--- src/rtl/db_pkg.sv ---
package db_pkg;
  // Window geometry: each bank owns 2**DB_WIN_W bytes.
  localparam int DB_WIN_W   = 5;
  localparam int DB_NUM_CH  = 3;
  // Register offsets inside one bank window.
  localparam int DB_OFS_STATUS = 'h00;
  localparam int DB_OFS_SET    = 'h08;
  localparam int DB_OFS_CLR    = 'h10;

  typedef enum logic [1:0] {
    CH_LOW  = 2'd0,
    CH_HIGH = 2'd1,
    CH_SEC  = 2'd2
  } db_chan_e;
endpackage

--- src/rtl/db_channel.sv ---
module db_channel #(
  parameter int DATA_W = 32
) (
  input  logic              clk,
  input  logic              rst_n,
  input  logic [DATA_W-1:0] set_mask,
  input  logic [DATA_W-1:0] clr_mask,
  output logic [DATA_W-1:0] status_q,
  output logic              irq_q
);
  logic [DATA_W-1:0] status_d;

  // Set dominates a clear of the same bit so no doorbell is dropped.
  always_comb status_d = (status_q & ~clr_mask) | set_mask;

  always_ff @(posedge clk or negedge rst_n) begin
    if (!rst_n) begin
      status_q <= '0;
      irq_q    <= 1'b0;
    end else begin
      status_q <= status_d;
      irq_q    <= |status_q;
    end
  end


  set_lands_chk: assert property (@(posedge clk) disable iff (!rst_n)
    (set_mask != '0) |=> ((status_q & $past(set_mask)) == $past(set_mask)));


  clear_lands_chk: assert property (@(posedge clk) disable iff (!rst_n)
    ((clr_mask & ~set_mask) != '0) |=> ((status_q & $past(clr_mask & ~set_mask)) == '0));


  idle_hold_chk: assert property (@(posedge clk) disable iff (!rst_n)
    (set_mask == '0 && clr_mask == '0) |=> $stable(status_q));
endmodule

--- src/rtl/db_decode.sv ---
module db_decode
  import db_pkg::*;
#(
  parameter int DATA_W  = 32,
  parameter int ADDR_W  = 12,
  parameter int NUM_CH  = 3,
  parameter int SEC_IDX = 2,
  parameter logic [NUM_CH-1:0][ADDR_W-1:0] BASES = '0
) (
  input  logic                           accept,
  input  logic                           write,
  input  logic [ADDR_W-1:0]              addr,
  input  logic [DATA_W-1:0]              wdata,
  input  logic                           secure,
  input  logic [NUM_CH-1:0][DATA_W-1:0]  status,
  output logic [NUM_CH-1:0][DATA_W-1:0]  set_mask,
  output logic [NUM_CH-1:0][DATA_W-1:0]  clr_mask,
  output logic [DATA_W-1:0]              rd_data
);
  localparam int HI_W = ADDR_W - DB_WIN_W;

  logic [DB_WIN_W-1:0] ofs;
  logic [NUM_CH-1:0]   sel;
  logic [NUM_CH-1:0][DATA_W-1:0] rd_part;

  assign ofs = addr[DB_WIN_W-1:0];

  for (genvar c = 0; c < NUM_CH; c++) begin : g_bank
    logic hit;
    logic allowed;
    assign hit     = (addr[ADDR_W-1:DB_WIN_W] == BASES[c][ADDR_W-1:DB_WIN_W]);
    assign allowed = (c != SEC_IDX) || secure;
    assign sel[c]  = hit && allowed;

    always_comb begin
      set_mask[c] = '0;
      clr_mask[c] = '0;
      if (accept && write && sel[c]) begin
        if (ofs == DB_WIN_W'(DB_OFS_SET)) set_mask[c] = wdata;
        if (ofs == DB_WIN_W'(DB_OFS_CLR)) clr_mask[c] = wdata;
      end
    end

    assign rd_part[c] = (sel[c] && !write && ofs == DB_WIN_W'(DB_OFS_STATUS))
                        ? status[c] : '0;
  end

  always_comb begin
    rd_data = '0;
    for (int c = 0; c < NUM_CH; c++) rd_data = rd_data | rd_part[c];
  end


  one_bank_chk: assert property (@(posedge accept) 1'b1 |-> $onehot0(sel))
    else $error("two bank windows matched one address");

  logic unused_hi;
  assign unused_hi = (HI_W < 1);
endmodule

--- src/rtl/db_reg_port.sv ---
module db_reg_port #(
  parameter int DATA_W = 32
) (
  input  logic              clk,
  input  logic              rst_n,
  input  logic              req_valid,
  output logic              req_ready,
  output logic              rsp_valid,
  input  logic              rsp_ready,
  output logic [DATA_W-1:0] rsp_rdata,
  input  logic [DATA_W-1:0] rd_data,
  output logic              accept
);
  logic              pend_q;
  logic [DATA_W-1:0] data_q;

  assign req_ready = !pend_q || rsp_ready;
  assign accept    = req_valid && req_ready;
  assign rsp_valid = pend_q;
  assign rsp_rdata = data_q;

  always_ff @(posedge clk or negedge rst_n) begin
    if (!rst_n) begin
      pend_q <= 1'b0;
      data_q <= '0;
    end else if (accept) begin
      pend_q <= 1'b1;
      data_q <= rd_data;
    end else if (rsp_ready) begin
      pend_q <= 1'b0;
    end
  end


  rsp_hold_chk: assert property (@(posedge clk) disable iff (!rst_n)
    (rsp_valid && !rsp_ready) |=> (rsp_valid && $stable(rsp_rdata)));


  no_drop_chk: assert property (@(posedge clk) disable iff (!rst_n)
    (rsp_valid && !rsp_ready) |-> !req_ready);
endmodule

--- src/rtl/doorbell_unit.sv ---
module doorbell_unit
  import db_pkg::*;
#(
  parameter int DATA_W = 32,
  parameter int ADDR_W = 12,
  parameter int NUM_CH = DB_NUM_CH,
  parameter logic [NUM_CH-1:0][ADDR_W-1:0] BASES = {12'h200, 12'h020, 12'h000}
) (
  input  logic              clk,
  input  logic              rst_n,
  input  logic              req_valid,
  output logic              req_ready,
  input  logic              req_write,
  input  logic [ADDR_W-1:0] req_addr,
  input  logic [DATA_W-1:0] req_wdata,
  input  logic              req_secure,
  output logic              rsp_valid,
  input  logic              rsp_ready,
  output logic [DATA_W-1:0] rsp_rdata,
  output logic [NUM_CH-1:0] irq_o
);
  localparam int SEC_IDX = int'(CH_SEC);

  logic                          accept;
  logic [DATA_W-1:0]             rd_data;
  logic [NUM_CH-1:0][DATA_W-1:0] set_mask;
  logic [NUM_CH-1:0][DATA_W-1:0] clr_mask;
  logic [NUM_CH-1:0][DATA_W-1:0] status;

  db_reg_port #(.DATA_W(DATA_W)) u_port (
    .clk       (clk),
    .rst_n     (rst_n),
    .req_valid (req_valid),
    .req_ready (req_ready),
    .rsp_valid (rsp_valid),
    .rsp_ready (rsp_ready),
    .rsp_rdata (rsp_rdata),
    .rd_data   (rd_data),
    .accept    (accept)
  );

  db_decode #(
    .DATA_W  (DATA_W),
    .ADDR_W  (ADDR_W),
    .NUM_CH  (NUM_CH),
    .SEC_IDX (SEC_IDX),
    .BASES   (BASES)
  ) u_dec (
    .accept   (accept),
    .write    (req_write),
    .addr     (req_addr),
    .wdata    (req_wdata),
    .secure   (req_secure),
    .status   (status),
    .set_mask (set_mask),
    .clr_mask (clr_mask),
    .rd_data  (rd_data)
  );

  for (genvar c = 0; c < NUM_CH; c++) begin : g_ch
    db_channel #(.DATA_W(DATA_W)) u_ch (
      .clk      (clk),
      .rst_n    (rst_n),
      .set_mask (set_mask[c]),
      .clr_mask (clr_mask[c]),
      .status_q (status[c]),
      .irq_q    (irq_o[c])
    );


    irq_follow_chk: assert property (@(posedge clk) disable iff (!rst_n)
      irq_o[c] == (|$past(status[c])));
  end


  secure_guard_chk: assert property (@(posedge clk) disable iff (!rst_n)
    (accept && req_write && !req_secure &&
     req_addr[ADDR_W-1:DB_WIN_W] == BASES[SEC_IDX][ADDR_W-1:DB_WIN_W])
    |=> $stable(status[SEC_IDX]));
endmodule

--- config.mk ---
export PLATFORM = sky130hd
export DESIGN_NAME = doorbell_unit
export DESIGN_NICKNAME = d
export VERILOG_FILES = /design/src/rtl/db_pkg.sv /design/src/rtl/db_channel.sv /design/src/rtl/db_decode.sv /design/src/rtl/db_reg_port.sv /design/src/rtl/doorbell_unit.sv
export SDC_FILE = /design/constraint.sdc
export NUM_CORES = 1
export LEC_CHECK = 0
export ABC_AREA = 1
export BUFFER_PORTS_ARGS = -buffer_cell sky130_fd_sc_hd__buf_2
export CORE_MARGIN = 2
export CORE_UTILIZATION = 63
export DETAILED_ROUTE_END_ITERATION = 10
export PLACE_DENSITY = 0.85
export SLEW_MARGIN = 20
export SYNTH_ARGS = -nofsm -noshare
export SYNTH_HDL_FRONTEND = slang
export SYNTH_HIERARCHICAL = 1
export SYNTH_SLANG_ARGS = --single-unit
--- constraint.sdc ---
create_clock -name clk -period 2.7 [get_ports clk]
set_input_delay 0.81 -clock clk [delete_from_list [all_inputs] [get_ports clk]]
set_output_delay 0.81 -clock clk [all_outputs]
set_load 0.02 [all_outputs]
==> impl_metrics.env <==
export IMPL_drv_slew=0
export IMPL_cts_tree="yes"
export IMPL_grt_max_degree=97
export IMPL_first_pass_iters=5
export IMPL_setup_violations=0
export IMPL_yosysWarnings=6
export IMPL_hpwl_microns=12400
export IMPL_finalHoldViolations=0
export IMPL_dieArea_sq_mm=0.0123
export IMPL_die_w_microns=111
export IMPL_avgSynthCellArea_sq_um=7.37
export IMPL_grt_pass1_vias=6868
export IMPL_antenna_found_initial=0
export IMPL_h_tree_depth=4
export IMPL_worstMarginPinSlew_ns=0.475
export IMPL_cts_root_buffer="clkbuf_16"
export IMPL_rsz0062_at_grt="false"
export IMPL_rows=39
export IMPL_syn_to_final_growth_pct=16.9
export IMPL_drc=0
export IMPL_yosys_register_bits=132
export IMPL_place_area_sq_mm=0.00776
export IMPL_crit_required_ns=1.89
export IMPL_wl_per_cell_microns=16.8
export IMPL_cts_setup_buffers=0
export IMPL_vias_per_cell=5.74
export IMPL_overflow=0
export IMPL_min_period_ns=2.01
export IMPL_power_total_mw=4.76
export IMPL_cts_resized=0
export IMPL_routed_wirelength_microns=20200
export IMPL_outcome="finished, final reports clean"
export IMPL_fin_crit_sh_pct=74.3
export IMPL_cp_max_fo=3
export IMPL_syn_cell_area_sq_mm=0.00720
export IMPL_clock_sinks=132
export IMPL_yosysSeqAreaShare_pct=45.9
export IMPL_clockBufferDepth=2
export IMPL_drtIter0Drc=557
export IMPL_routabilityCongestion=0.827
export IMPL_setup_ws_ns=0.695
export IMPL_vias=6914
export IMPL_cts_buffers=17
export IMPL_hold_buffers=0
export IMPL_setup_worst_path_class="in2out"
export IMPL_p_per_area_mw_per_mm2=565
export IMPL_drive_gt1_share_pct=14.0
export IMPL_worst_clock_skew_ns=0.00723
export IMPL_p_leak_nw=3.92
export IMPL_slew_headroom_pct=68.3
export IMPL_whs_ns=0.251
export IMPL_nets=1098
export IMPL_clock_latency_ns=0.43
export IMPL_n_antenna_cell=0
export IMPL_cp_end_kind="output port"
export IMPL_preCtsSetupSlack_ns=0.466
export IMPL_path_clk_slew_ns=0.06
export IMPL_peakVddDrop_mv=0.392
export IMPL_synth_cells=977
export IMPL_maxClockFrequency_ghz=0.499
export IMPL_grt_use_total_pct=34.4
export IMPL_port_buffers=86
export IMPL_synth_distinct_cells=18
export IMPL_cp_start_kind="input port"
export IMPL_start_util_pct=63.9
export IMPL_final_cell_area_sq_mm=0.00842
export IMPL_coreArea_sq_mm=0.0113
export IMPL_fin_tns_setup_ns=0
export IMPL_synth_nets=1027
export IMPL_grt_first_pass_wirelength_microns=33300
export IMPL_io_pins=87
export IMPL_crit_arrival_ns=1.20
export IMPL_route_antenna_remaining_nets=0
export IMPL_hold_class="in2async"
export IMPL_cap_violations=0
export IMPL_die_h_microns=111
## critical path, cell delays in order
cell and delay [ns]:
buf_2 0.10, inv_2 0.05, nand2_4 0.07, buf_2 0.16
## per-stage QoR
step | util, % | cells
2_1_floorplan | - | 977
6_report | 74.7 | 1204
3_5_place_dp | 68.9 | 1172
5_1_grt | 74.7 | 1204
3_3_place_gp | 68.9 | 1172
4_1_cts | 74.7 | 1204
## logic make-up (layout without fill, tap and decap cells)
logic type | count (synthesis) | after routing | synth area share [%]
and+or+nand+nor | 593 | 593 | 34.7
AOI/OAI and AO/OA | 96 | 96 | 10.0
DFF | 132 | 132 | 45.9
buffers and inverters | 156 | 240 | 9.40
## flip-flops by register name (all words and copies together) (netlist names)
name                count
g_ch.u_ch/status_q     96
g_ch.u_ch/irq_q         3
u_port/rsp_valid        1
u_port/rsp_rdata       32
## cell usage after synthesis
library cell | instances | area share, %
nand2_4 | 2 | 0.31
buf_6 | 3 | 0.47
inv_2 | 1 | 0.052
dfrtp_1 | 132 | 46
nor2_4 | 3 | 0.47
nor2_1 | 234 | 12
nor2_2 | 2 | 0.17
nand4_1 | 3 | 0.26
buf_2 | 28 | 1.9
inv_1 | 102 | 5.3
nand3_1 | 161 | 11
o21bai_1 | 96 | 10
nand2_2 | 4 | 0.35
buf_4 | 9 | 0.94
clkbuf_1 | 3 | 0.16
nand2_1 | 183 | 9.5
nor3b_4 | 1 | 0.26
buf_1 | 10 | 0.52
## routing by layer
layer | wire (microns) | track usage, %
met3 | 1910 | 7.22
met1 | 7790 | 44.0
met4 | 759 | 18.1
met5 | 0 | 0
met2 | 9750 | 55.3
## layout by cell type (no fill, tap or decap)
cell / count
nand3_1: 161
buf_4: 13
nand2_1: 183
clkbuf_16: 17
inv_1: 102
nor2_2: 2
nand2_2: 4
nand2_4: 2
nor2_1: 233
dfrtp_1: 132
buf_12: 7
nand4_1: 3
buf_2: 85
nor3b_4: 1
clkinvlp_4: 1
clkbuf_8: 4
clkinv_2: 3
nor2_4: 4
bufinv_16: 5
inv_2: 1
clkbuf_1: 2
o21bai_1: 96
## final cells by class
cell class | instances | area, sq um
clock buffers | 23 | 488
clock inverters | 9 | 173
fillers | 865 | 2850
inverters | 103 | 387
multi-input cells | 689 | 3230
flip-flops and latches | 132 | 3300
well taps | 143 | 179
repair buffers | 105 | 663
## worst paths after layout
check / from / to / slack [ns] / cells past startpoint
worst min-delay path: rst_n / g_ch[0].u_ch/status_q[7]$_DFF_PN0_ / 0.25 / 1
min in group clk: u_port/rsp_rdata[25]$_DFFE_PN0P_ / u_port/rsp_rdata[25]$_DFFE_PN0P_ / 0.46 / 2
max in group asynchronous: rst_n / u_port/rsp_rdata[31]$_DFFE_PN0P_ / 1.81 / 2
worst max-delay path: rsp_ready / req_ready / 0.69 / 4
worst max register to register: u_port/rsp_valid$_DFFE_PN0P_ / g_ch[1].u_ch/status_q[10]$_DFF_PN0_ / 1.02 / 9
worst min register to register: u_port/rsp_rdata[25]$_DFFE_PN0P_ / u_port/rsp_rdata[25]$_DFFE_PN0P_ / 0.46 / 2
## where the power goes
part,internal (mW),switching [mW],leakage [nW],total [mW]
clock,1.73,0.844,0.323,2.57
combinational,0.0522,0.145,2.28,0.197
sequential,1.98,0.00326,1.33,1.99
(Power assumes the default switching activity.)
